[src/rtl/tw_flush_pkg.sv]
package tw_flush_pkg;

   typedef enum logic [2:0] {
      ST_IDLE   = 3'd0,
      ST_FL_LO  = 3'd1,
      ST_FL_HI  = 3'd2,
      ST_FL_REL = 3'd3,
      ST_EE_HI  = 3'd4,
      ST_EE_LO  = 3'd5
   } tw_state_e;

endpackage

[src/rtl/tw_sync.sv]
module tw_sync #(
   parameter int   STAGES  = 2,
   parameter logic RST_VAL = 1'b1
) (
   input  logic clk_i,
   input  logic rst_ni,
   input  logic d_i,
   output logic q_o
);

   logic [STAGES-1:0] sr_q;

   generate
      if (STAGES == 1) begin : g_one
         always_ff @(posedge clk_i or negedge rst_ni) begin
            if (!rst_ni) sr_q <= RST_VAL;
            else         sr_q <= d_i;
         end
      end else begin : g_chain
         always_ff @(posedge clk_i or negedge rst_ni) begin
            if (!rst_ni) sr_q <= {STAGES{RST_VAL}};
            else         sr_q <= {sr_q[STAGES-2:0], d_i};
         end
      end
   endgenerate

   assign q_o = sr_q[STAGES-1];

endmodule

[src/rtl/tw_wait_timer.sv]
module tw_wait_timer #(
   parameter int LIMIT = 10000
) (
   input  logic clk_i,
   input  logic rst_ni,
   input  logic clr_i,
   input  logic run_i,
   output logic expire_o
);

   localparam int CW = $clog2(LIMIT + 1);
   localparam logic [CW-1:0] LAST = CW'(LIMIT - 1);

   logic [CW-1:0] cnt_q;

   always_ff @(posedge clk_i or negedge rst_ni) begin
      if (!rst_ni)     cnt_q <= '0;
      else if (clr_i)  cnt_q <= '0;
      else if (run_i)  cnt_q <= cnt_q + CW'(1);
   end

   assign expire_o = (cnt_q == LAST);

endmodule

[src/rtl/tw_flush_fsm.sv]
module tw_flush_fsm
   import tw_flush_pkg::*;
#(
   parameter int FLUSH_CYCLES = 36
) (
   input  logic clk_i,
   input  logic rst_ni,
   input  logic sclk_i,
   input  logic sdata_i,
   input  logic flush_go_i,
   input  logic flushee_go_i,
   input  logic expire_i,
   output logic ack_o,
   output logic oe_o,
   output logic dat_o,
   output logic busy_o,
   output logic done_o,
   output logic tmo_o,
   output logic tmr_clr_o,
   output logic tmr_run_o
);

   localparam int HW = $clog2(FLUSH_CYCLES + 1);
   localparam logic [HW-1:0] HS_LAST = HW'(FLUSH_CYCLES - 1);

   tw_state_e st_q, st_d;
   logic [HW-1:0] hs_q, hs_d;
   logic ack_q, ack_d, oe_q, oe_d, dat_q, dat_d, to_q, to_d, done_q, done_d;

   always_comb begin
      st_d   = st_q;
      hs_d   = hs_q;
      ack_d  = ack_q;
      oe_d   = oe_q;
      dat_d  = dat_q;
      to_d   = to_q;
      done_d = 1'b0;
      case (st_q)
         ST_IDLE: begin
            if (flush_go_i) begin
               st_d  = ST_FL_LO;
               oe_d  = 1'b1;
               dat_d = 1'b0;
               to_d  = 1'b0;
               hs_d  = '0;
            end else if (flushee_go_i) begin
               st_d  = ST_EE_HI;
               ack_d = 1'b1;
               oe_d  = 1'b0;
               to_d  = 1'b0;
            end
         end
         ST_FL_LO: begin
            if (!sclk_i) begin
               ack_d = 1'b0;
               st_d  = ST_FL_HI;
            end
         end
         ST_FL_HI: begin
            if (sclk_i) begin
               ack_d = 1'b1;
               if (hs_q == HS_LAST) begin
                  st_d = ST_FL_REL;
               end else begin
                  hs_d = hs_q + HW'(1);
                  st_d = ST_FL_LO;
               end
            end
         end
         ST_FL_REL: begin
            if (!sclk_i) begin
               dat_d = 1'b1;
               st_d  = ST_EE_HI;
            end
         end
         ST_EE_HI: begin
            oe_d = 1'b0;
            if (sclk_i) begin
               ack_d = 1'b1;
               if (sdata_i) begin
                  done_d = 1'b1;
                  st_d   = ST_IDLE;
               end else begin
                  st_d = ST_EE_LO;
               end
            end
         end
         ST_EE_LO: begin
            oe_d = 1'b0;
            if (!sclk_i) begin
               ack_d = 1'b0;
               st_d  = ST_EE_HI;
            end
         end
         default: st_d = ST_IDLE;
      endcase
      if (st_q != ST_IDLE && st_d == st_q && expire_i) begin
         st_d  = ST_IDLE;
         to_d  = 1'b1;
         ack_d = 1'b1;
         oe_d  = 1'b0;
         dat_d = 1'b0;
      end
   end

   always_ff @(posedge clk_i or negedge rst_ni) begin
      if (!rst_ni) begin
         st_q   <= ST_IDLE;
         hs_q   <= '0;
         ack_q  <= 1'b1;
         oe_q   <= 1'b0;
         dat_q  <= 1'b0;
         to_q   <= 1'b0;
         done_q <= 1'b0;
      end else begin
         st_q   <= st_d;
         hs_q   <= hs_d;
         ack_q  <= ack_d;
         oe_q   <= oe_d;
         dat_q  <= dat_d;
         to_q   <= to_d;
         done_q <= done_d;
      end
   end

   assign ack_o     = ack_q;
   assign oe_o      = oe_q;
   assign dat_o     = dat_q;
   assign tmo_o     = to_q;
   assign done_o    = done_q;
   assign busy_o    = (st_q != ST_IDLE);
   assign tmr_clr_o = (st_d != st_q);
   assign tmr_run_o = (st_q != ST_IDLE);

endmodule

[src/rtl/tw_flush_ctrl.sv]
module tw_flush_ctrl #(
   parameter int FLUSH_CYCLES = 36,
   parameter int POLL_LIMIT   = 10000,
   parameter int SYNC_STAGES  = 2
) (
   input  logic clk_i,
   input  logic rst_ni,
   input  logic lclk_i,
   input  logic ldata_i,
   input  logic flush_start_i,
   input  logic flushee_start_i,
   output logic ack_o,
   output logic data_oe_o,
   output logic data_o,
   output logic busy_o,
   output logic done_o,
   output logic timeout_o
);

   generate
      if (FLUSH_CYCLES < 1) begin : g_bad_cycles
         $error("tw_flush_ctrl: FLUSH_CYCLES must be at least 1");
      end
      if (POLL_LIMIT < 2) begin : g_bad_limit
         $error("tw_flush_ctrl: POLL_LIMIT must be at least 2");
      end
      if (SYNC_STAGES < 2) begin : g_bad_sync
         $error("tw_flush_ctrl: SYNC_STAGES must be at least 2");
      end
   endgenerate

   logic sclk, sdata, expire, tmr_clr, tmr_run;

   tw_sync #(.STAGES(SYNC_STAGES), .RST_VAL(1'b1)) u_sync_clk (
      .clk_i (clk_i), .rst_ni (rst_ni), .d_i (lclk_i), .q_o (sclk)
   );

   tw_sync #(.STAGES(SYNC_STAGES), .RST_VAL(1'b1)) u_sync_data (
      .clk_i (clk_i), .rst_ni (rst_ni), .d_i (ldata_i), .q_o (sdata)
   );

   tw_wait_timer #(.LIMIT(POLL_LIMIT)) u_timer (
      .clk_i    (clk_i),
      .rst_ni   (rst_ni),
      .clr_i    (tmr_clr),
      .run_i    (tmr_run),
      .expire_o (expire)
   );

   tw_flush_fsm #(.FLUSH_CYCLES(FLUSH_CYCLES)) u_fsm (
      .clk_i        (clk_i),
      .rst_ni       (rst_ni),
      .sclk_i       (sclk),
      .sdata_i      (sdata),
      .flush_go_i   (flush_start_i),
      .flushee_go_i (flushee_start_i),
      .expire_i     (expire),
      .ack_o        (ack_o),
      .oe_o         (data_oe_o),
      .dat_o        (data_o),
      .busy_o       (busy_o),
      .done_o       (done_o),
      .tmo_o        (timeout_o),
      .tmr_clr_o    (tmr_clr),
      .tmr_run_o    (tmr_run)
   );

endmodule

[config.mk]
export PLATFORM = sky130hd
export DESIGN_NAME = tw_flush_ctrl
export DESIGN_NICKNAME = d
export VERILOG_FILES = /design/src/rtl/tw_flush_pkg.sv /design/src/rtl/tw_sync.sv /design/src/rtl/tw_wait_timer.sv /design/src/rtl/tw_flush_fsm.sv /design/src/rtl/tw_flush_ctrl.sv
export SDC_FILE = /design/constraint.sdc
export NUM_CORES = 1
export LEC_CHECK = 0
export BUFFER_PORTS_ARGS = -buffer_cell sky130_fd_sc_hd__buf_2
export CAP_MARGIN = 10
export CELL_PAD_IN_SITES_DETAIL_PLACEMENT = 1
export CELL_PAD_IN_SITES_GLOBAL_PLACEMENT = 1
export CORE_MARGIN = 2
export CORE_UTILIZATION = 42
export DETAILED_ROUTE_END_ITERATION = 8
export HOLD_SLACK_MARGIN = 0.05
export PLACE_DENSITY = 0.79
export SLEW_MARGIN = 20
export SYNTH_ARGS = -nofsm -noshare
export SYNTH_HDL_FRONTEND = slang
export SYNTH_SLANG_ARGS = --single-unit
[constraint.sdc]
create_clock -name clk_i -period 1.8 [get_ports clk_i]
set_clock_uncertainty 0.1 [all_clocks]
set_input_delay 0.09 -clock clk_i [delete_from_list [all_inputs] [get_ports clk_i]]
set_output_delay 0.09 -clock clk_i [all_outputs]
set_load 0.01 [all_outputs]
==> impl_metrics.env, run 1 <==
export IMPL_outcome="finished, violations left"
export IMPL_violations="setup timing"
export IMPL_holdWs_ps=115
export IMPL_clk_latency_ps=310
export IMPL_r2r_end="u_timer.cnt_q[4]$_DFFE_PN0P_"
export IMPL_synthMuxAreaShare_pct=0.551
export IMPL_synth_compound_area_share_pct=15.6
export IMPL_critical_path_endpoint="u_timer.cnt_q[4]$_DFFE_PN0P_"
export IMPL_cts_sinks=32
export IMPL_syn_nets=200
export IMPL_row_count=23
export IMPL_min_path_type="input port to flip-flop"
export IMPL_rsz0062_at_grt="true"
export IMPL_p_leak_uw=0.00125
export IMPL_path_class="flip-flop to flip-flop"
export IMPL_dp_slack_ps=-324
export IMPL_slew_headroom_pct=51.8
export IMPL_synth_seq_cells=32
export IMPL_report_final_slew_viol_count=0
export IMPL_ys_seq_area_share_pct=44.5
export IMPL_synth_fa_ha_area_share_pct=1.38
export IMPL_grt_use_total_pct=36.0
export IMPL_drtIter0Drc=179
export IMPL_worstSetupEndpointType="flip-flop"
export IMPL_cp_start_kind="flip-flop"
export IMPL_syn_inst=192
export IMPL_path_cells="ha_2 -> nor3b_4 -> a311oi_2 -> or3_1 -> a2bb2oi_2 -> o221ai_4 -> buf_12 -> nor2_2"
export IMPL_start_util_pct=44.4
export IMPL_routed_wl_mm=9.32
export IMPL_hold_depth=3
export IMPL_numCtsBuffers=5
export IMPL_port_buffers=11
export IMPL_antenna_left=0
export IMPL_coreArea_mm2=0.00409
export IMPL_h_tree_depth=2
export IMPL_drc=0
export IMPL_worst_path_max_delay_cell="or3_1"
export IMPL_crit_path_start="u_fsm.hs_q[0]$_DFFE_PN0P_"
export IMPL_seqCellArea_um2=808
export IMPL_fin_ws_ps=-565
export IMPL_crit_required_ps=1930
export IMPL_max_cap_viol_count=0
export IMPL_synth_xor_area_share_pct=8.68
export IMPL_dr_pass1_iters=5
export IMPL_nFillCells=444
export IMPL_path_depth=8
export IMPL_dieArea_mm2=0.00486
export IMPL_gp_congestion=0.881
export IMPL_path_max_fanout=14
export IMPL_hold_start="flush_start_i"
export IMPL_drive_gt1_share_pct=48.2
export IMPL_grt_pass1_wl_mm=12.8
export IMPL_setup_viol=27
export IMPL_reg2reg_slack_ps=-570
export IMPL_avgSynthCellArea_um2=9.46
export IMPL_fin_crit_ps=2370
export IMPL_die_x_um=69.7
export IMPL_irDropWorstVdd_v=0.000915
export IMPL_critPathArrivalTime_ps=2500
export IMPL_ys_warn_count=0
export IMPL_vias=2066
export IMPL_synthSimpleGateAreaFrac_pct=24.5
export IMPL_multi_input_area_mm2=0.00107
export IMPL_layout_nets=285
export IMPL_final_util_pct=67.1
export IMPL_clk_pin_slew_ps=80
export IMPL_synth_top_family_by_area="simple AND/OR/NAND/NOR gates"
export IMPL_cts_tree="done"
export IMPL_final_hold_violation_count=0
export IMPL_cts_max_path_buffers=2
export IMPL_overflow=0
export IMPL_io_pins=12
export IMPL_powerDensity_mw_per_mm2=1480
export IMPL_r2r_cells=8
export IMPL_wl_per_cell_um=28.4
export IMPL_cp_top_family="simple AND/OR/NAND/NOR gates"
export IMPL_worst_pin_slew_ps=724
export IMPL_vias_per_cell=6.30
export IMPL_fin_setup_tns_ps=-12230
export IMPL_area_delta_synth_final_pct=51.0
export IMPL_final_cell_mix="66 x buf_4, 26 x dfrtp_1, 21 x nor2_1"
export IMPL_synth_area_mm2=0.00182
export IMPL_insertedDiodeCount=0
export IMPL_antenna_found_initial=0
export IMPL_slowest_delay_ps=440
export IMPL_grt_max_degree=33
export IMPL_r2r_start="u_fsm.hs_q[0]$_DFFE_PN0P_"
export IMPL_hpwl_mm=3.65
export IMPL_ys_types=46
export IMPL_die_h_um=69.7
export IMPL_layout_commonest_cell="buf_4"
export IMPL_first_global_vias=2223
export IMPL_max_clock_freq_ghz=0.423
export IMPL_critPathBufInv=1
export IMPL_clk_root_buffer_cell="clkbuf_8"
export IMPL_finalCritPeriodShare_pct=131
export IMPL_fin_area_mm2=0.00274
export IMPL_place_area_mm2=0.00225
==> cell usage after synthesis, drive strengths merged <==
| cell | instances | share of area, % |
|---|---|---|
| a21o | 2 | 0.83 |
| a21oi | 10 | 2.8 |
| a22oi | 2 | 0.83 |
| a2bb2oi | 1 | 0.83 |
| a311oi | 3 | 1.8 |
| a31o | 1 | 0.48 |
| and3 | 2 | 0.69 |
| and4 | 1 | 0.48 |
| buf | 8 | 3.0 |
| dfrtp | 27 | 37 |
| dfstp | 5 | 7.2 |
| ha | 2 | 1.4 |
| inv | 9 | 1.9 |
| mux2i | 1 | 0.55 |
| nand2 | 18 | 3.7 |
| nand2b | 1 | 0.34 |
| nand3 | 6 | 1.7 |
| nand4 | 5 | 1.7 |
| nor2 | 33 | 7.1 |
| nor2b | 5 | 1.7 |
| nor3 | 3 | 1.1 |
| nor3b | 4 | 1.9 |
| nor4 | 2 | 1.5 |
| nor4b | 1 | 1.3 |
| o2111a | 1 | 0.62 |
| o211a | 1 | 0.55 |
| o211ai | 1 | 0.41 |
| o21a | 2 | 0.83 |
| o21ai | 10 | 3.0 |
| o221ai | 1 | 1.4 |
| o22ai | 1 | 0.34 |
| o31ai | 1 | 0.41 |
| o32ai | 1 | 0.48 |
| or3 | 2 | 0.69 |
| or4b | 1 | 0.55 |
| xnor2 | 7 | 3.4 |
| xor2 | 11 | 5.3 |
==> routing by layer <==
metal | global-route usage, % | wire, um | vias to the layer above
met2 | 62.9 | 4400 | 143
met1 | 39.7 | 3470 | 1027
met4 | 20.3 | 684 | 0
met3 | 9.16 | 754 | 61
li1 | - | - | 835
met5 | 0 | 0 | -
==> registers in the layout, summed over array words and instances (netlist names) <==
signal and count:
u_timer.cnt_q 14, u_fsm.hs_q 6, u_fsm.st_q 3, u_sync_clk.sr_q 2, u_sync_data.sr_q 2, u_fsm.ack_o 1
u_fsm.dat_o 1, u_fsm.done_o 1, u_fsm.oe_o 1, u_fsm.tmo_o 1
==> area by class of cell <==
| cell class | count | area share, % |
|---|---|---|
| repair buffers | 86 | 24.2 |
| clock buffers | 8 | 3.65 |
| flip-flops and latches | 32 | 29.5 |
| inverters | 9 | 1.23 |
| multi-input cells | 143 | 39.2 |
| well taps | 50 | 2.28 |
==> worst register-to-register path: stages, from the launching register on <==
cell	delay, ps
dfrtp_1	380
ha_2	200
nor3b_4	290
a311oi_2	220
or3_1	440
a2bb2oi_2	200
o221ai_4	150
buf_12	190
nor2_2	140
==> worst min path at each step <==
stage                                          to  slack, ps
floorplan                 u_fsm.dat_o$_DFFE_PN0P_       -310
global placement    u_timer.cnt_q[10]$_DFFE_PN0P_         60
detailed placement  u_timer.cnt_q[10]$_DFFE_PN0P_         80
CTS                       u_fsm.dat_o$_DFFE_PN0P_         90
global route              u_fsm.dat_o$_DFFE_PN0P_        130
finish                    u_fsm.dat_o$_DFFE_PN0P_        120
==> timing repair <==
action                                  in CTS  in global routing
gates resized for setup                     21                 26
endpoints found under the hold margin       29                  0
endpoints found under the setup margin      28                 28
pin swaps                                   12                 13
hold buffers                                 3                  0
buffers inserted                            19                  9
gates cloned                                 0                  0
==> kinds of logic after synthesis <==
logic type	Yosys count
multiplexers	1
XOR/XNOR	18
AO/OA/AOI/OAI	38
AND/OR/NAND/NOR	84
adder cells (fa/ha/maj)	2
buffers and inverters	17
flip-flops	32
==> through the flow <==
| step | power [uW] | instances |
|---|---|---|
| 3_5_place_dp | 2490 | 294 |
| 4_1_cts | 3520 | 322 |
| 2_1_floorplan | 1850 | 192 |
| 5_1_grt | 4150 | 328 |
| 6_report | 4060 | 328 |
| 3_3_place_gp | 2410 | 294 |
==> power by group <==
| part | total (uW) | internal (uW) | switching, uW |
|---|---|---|---|
| logic | 2490 | 1060 | 1430 |
| clock network | 659 | 350 | 310 |
| registers | 908 | 820 | 87.6 |
| total | 4060 | 2230 | 1830 |
No activity file was read; power rests on OpenSTA's default activity.
==> run 2, diff against run 1 <==
--- a/config.mk
+++ b/config.mk
@@ -13,5 +13,5 @@
 export CORE_UTILIZATION = 42
 export DETAILED_ROUTE_END_ITERATION = 8
-export HOLD_SLACK_MARGIN = 0.05
+export HOLD_SLACK_MARGIN = 0.12
 export PLACE_DENSITY = 0.79
 export SLEW_MARGIN = 20
==> constraint.sdc (replaced) <==
create_clock -name clk_i -period 1.8 [get_ports clk_i]
set_clock_uncertainty 0.1 [all_clocks]
set_input_delay 0.36 -clock clk_i [delete_from_list [all_inputs] [get_ports clk_i]]
set_output_delay 0.36 -clock clk_i [all_outputs]
set_load 0.01 [all_outputs]
==> impl_metrics.env, run 2 (synthesis gave the netlist of run 1 again) <==
export IMPL_coreArea_mm2=0.00409
export IMPL_max_cap_viol_count=0
export IMPL_fin_area_mm2=0.00270
export IMPL_outcome="finished, violations left"
export IMPL_drtIter0Drc=167
export IMPL_insertedDiodeCount=0
export IMPL_wl_met1_mm=3.37
export IMPL_dr_pass1_iters=4
export IMPL_cts_max_path_buffers=2
export IMPL_hpwl_mm=4.02
export IMPL_grt_pass1_wl_mm=11.0
export IMPL_final_util_pct=66.0
export IMPL_cts_tree="done"
export IMPL_place_area_mm2=0.00224
export IMPL_die_h_um=69.7
export IMPL_powerDensity_mw_per_mm2=1530
export IMPL_dr_wl_met3_um=445
export IMPL_worst_pin_slew_ps=732
export IMPL_r2r_start="u_fsm.hs_q[1]$_DFFE_PN0P_"
export IMPL_cp_start_kind="flip-flop"
export IMPL_die_x_um=69.7
export IMPL_h_tree_depth=2
export IMPL_slowest_delay_ps=380
export IMPL_critPathBufInv=1
export IMPL_path_cells="ha_2 -> nor3b_4 -> a311oi_2 -> or3_4 -> a2bb2oi_4 -> o221ai_4 -> buf_12 -> nor2_1"
export IMPL_path_max_fanout=14
export IMPL_crit_path_start="u_fsm.hs_q[1]$_DFFE_PN0P_"
export IMPL_min_path_type="flip-flop to flip-flop"
export IMPL_holdWs_ps=261
export IMPL_rsz0062_at_grt="true"
export IMPL_wl_per_cell_um=26.9
export IMPL_row_count=23
export IMPL_path_class="flip-flop to flip-flop"
export IMPL_power_uw=4120
export IMPL_final_hold_violation_count=0
export IMPL_clk_latency_ps=300
export IMPL_slew_headroom_pct=51.2
export IMPL_clk_root_buffer_cell="clkbuf_8"
export IMPL_final_cell_mix="54 x buf_4, 27 x dfrtp_1, 24 x nor2_1"
export IMPL_cts_sinks=32
export IMPL_cp_top_family="simple AND/OR/NAND/NOR gates"
export IMPL_vias=1936
export IMPL_top_regs="u_timer.cnt_q (14), u_fsm.hs_q (6), u_fsm.st_q (3)"
export IMPL_antenna_left=0
export IMPL_io_pins=12
export IMPL_drive_gt1_share_pct=45.8
export IMPL_gp_congestion=0.847
export IMPL_fin_ws_ps=-515
export IMPL_critPathArrivalTime_ps=2430
export IMPL_antenna_found_initial=0
export IMPL_fin_crit_ps=2310
export IMPL_finalCritPeriodShare_pct=129
export IMPL_numCtsBuffers=5
export IMPL_routed_wl_mm=8.64
export IMPL_vias_per_cell=6.03
export IMPL_largest_register="u_timer.cnt_q"
export IMPL_p_leak_uw=0.00124
export IMPL_max_clock_freq_ghz=0.432
export IMPL_clk_pin_slew_ps=70
export IMPL_crit_required_ps=1920
export IMPL_report_final_slew_viol_count=0
export IMPL_irDropWorstVdd_v=0.00114
export IMPL_layout_nets=278
export IMPL_hold_start="u_sync_clk.sr_q[0]$_DFF_PN1_"
export IMPL_setup_viol=28
export IMPL_violations="setup timing"
export IMPL_dieArea_mm2=0.00486
export IMPL_topRoutingLayerUsed="met4"
export IMPL_layout_commonest_cell="buf_4"
export IMPL_grt_max_degree=33
export IMPL_drc=0
export IMPL_wl_met2_mm=4.38
export IMPL_area_delta_synth_final_pct=48.4
export IMPL_overflow=0
export IMPL_worst_path_max_delay_cell="dfrtp_1"
export IMPL_largest_register_ffs=14
export IMPL_grt_use_total_pct=30.4
export IMPL_port_buffers=11
export IMPL_start_util_pct=44.4
export IMPL_first_global_vias=2055
export IMPL_worstSetupEndpointType="flip-flop"
run 2: power by group:
| part | switching (uW) | leakage [uW] | internal, uW |
|---|---|---|---|
| Combinational | 1370 | 0.000765 | 1100 |
| Clock | 318 | 0.0000552 | 411 |
| Sequential | 104 | 0.000423 | 818 |
run 2: layer usage:
metal  track usage (%)  vias to the layer above
li1                  -                      820
met1              34.2                      978
met2              52.1                       96
met3              7.70                       42
met4              17.3                        0
met5                 0                        -
run 2: through the flow:
step	setup WS (ps)	setup TNS, ps	cells
after floorplan	-101	-1300	192
after global placement	-185	-3140	293
after detailed placement	-357	-6120	293
after CTS	-285	-5370	307
after global routing	-537	-11350	321
final	-515	-9910	321
run 2: cell type report:
class,count,area [um2]
clock buffers,6,72.6
clock inverters,2,35.0
fillers,430,1390
inverters,9,33.8
multi-input cells,143,1050
flip-flops and latches,32,807
well taps,50,62.6
repair buffers,79,629
run 2: worst reg2reg max path: cells and delay by family (launching register included):
kind / cells / cell delay [ps]
fa+ha+maj: 1 / 200
compound gates: 3 / 510
buf+inv: 1 / 180
simple gates: 3 / 860
flops: 1 / 380
run 2: path summary, 6_finish.rpt:
path,endpoint,slack [ps],cells past startpoint
worst min register to register,u_sync_clk.sr_q[1]$_DFF_PN1_,260,0
min in group asynchronous,u_timer.cnt_q[10]$_DFFE_PN0P_,550,2
worst min-delay path,u_sync_clk.sr_q[1]$_DFF_PN1_,260,0
worst max-delay path,u_timer.cnt_q[5]$_DFFE_PN0P_,-510,8
worst max register to register,u_timer.cnt_q[5]$_DFFE_PN0P_,-510,8
max in group asynchronous,u_timer.cnt_q[1]$_DFFE_PN0P_,580,2
run 2: repair_timing:
action	CTS	global route
cloned	0	0
pin swaps	6	14
hold buffers	3	0
setup buffers	3	14
hold endpoints to repair	29	0
gates resized for setup	15	29
endpoints found under the setup margin	25	28
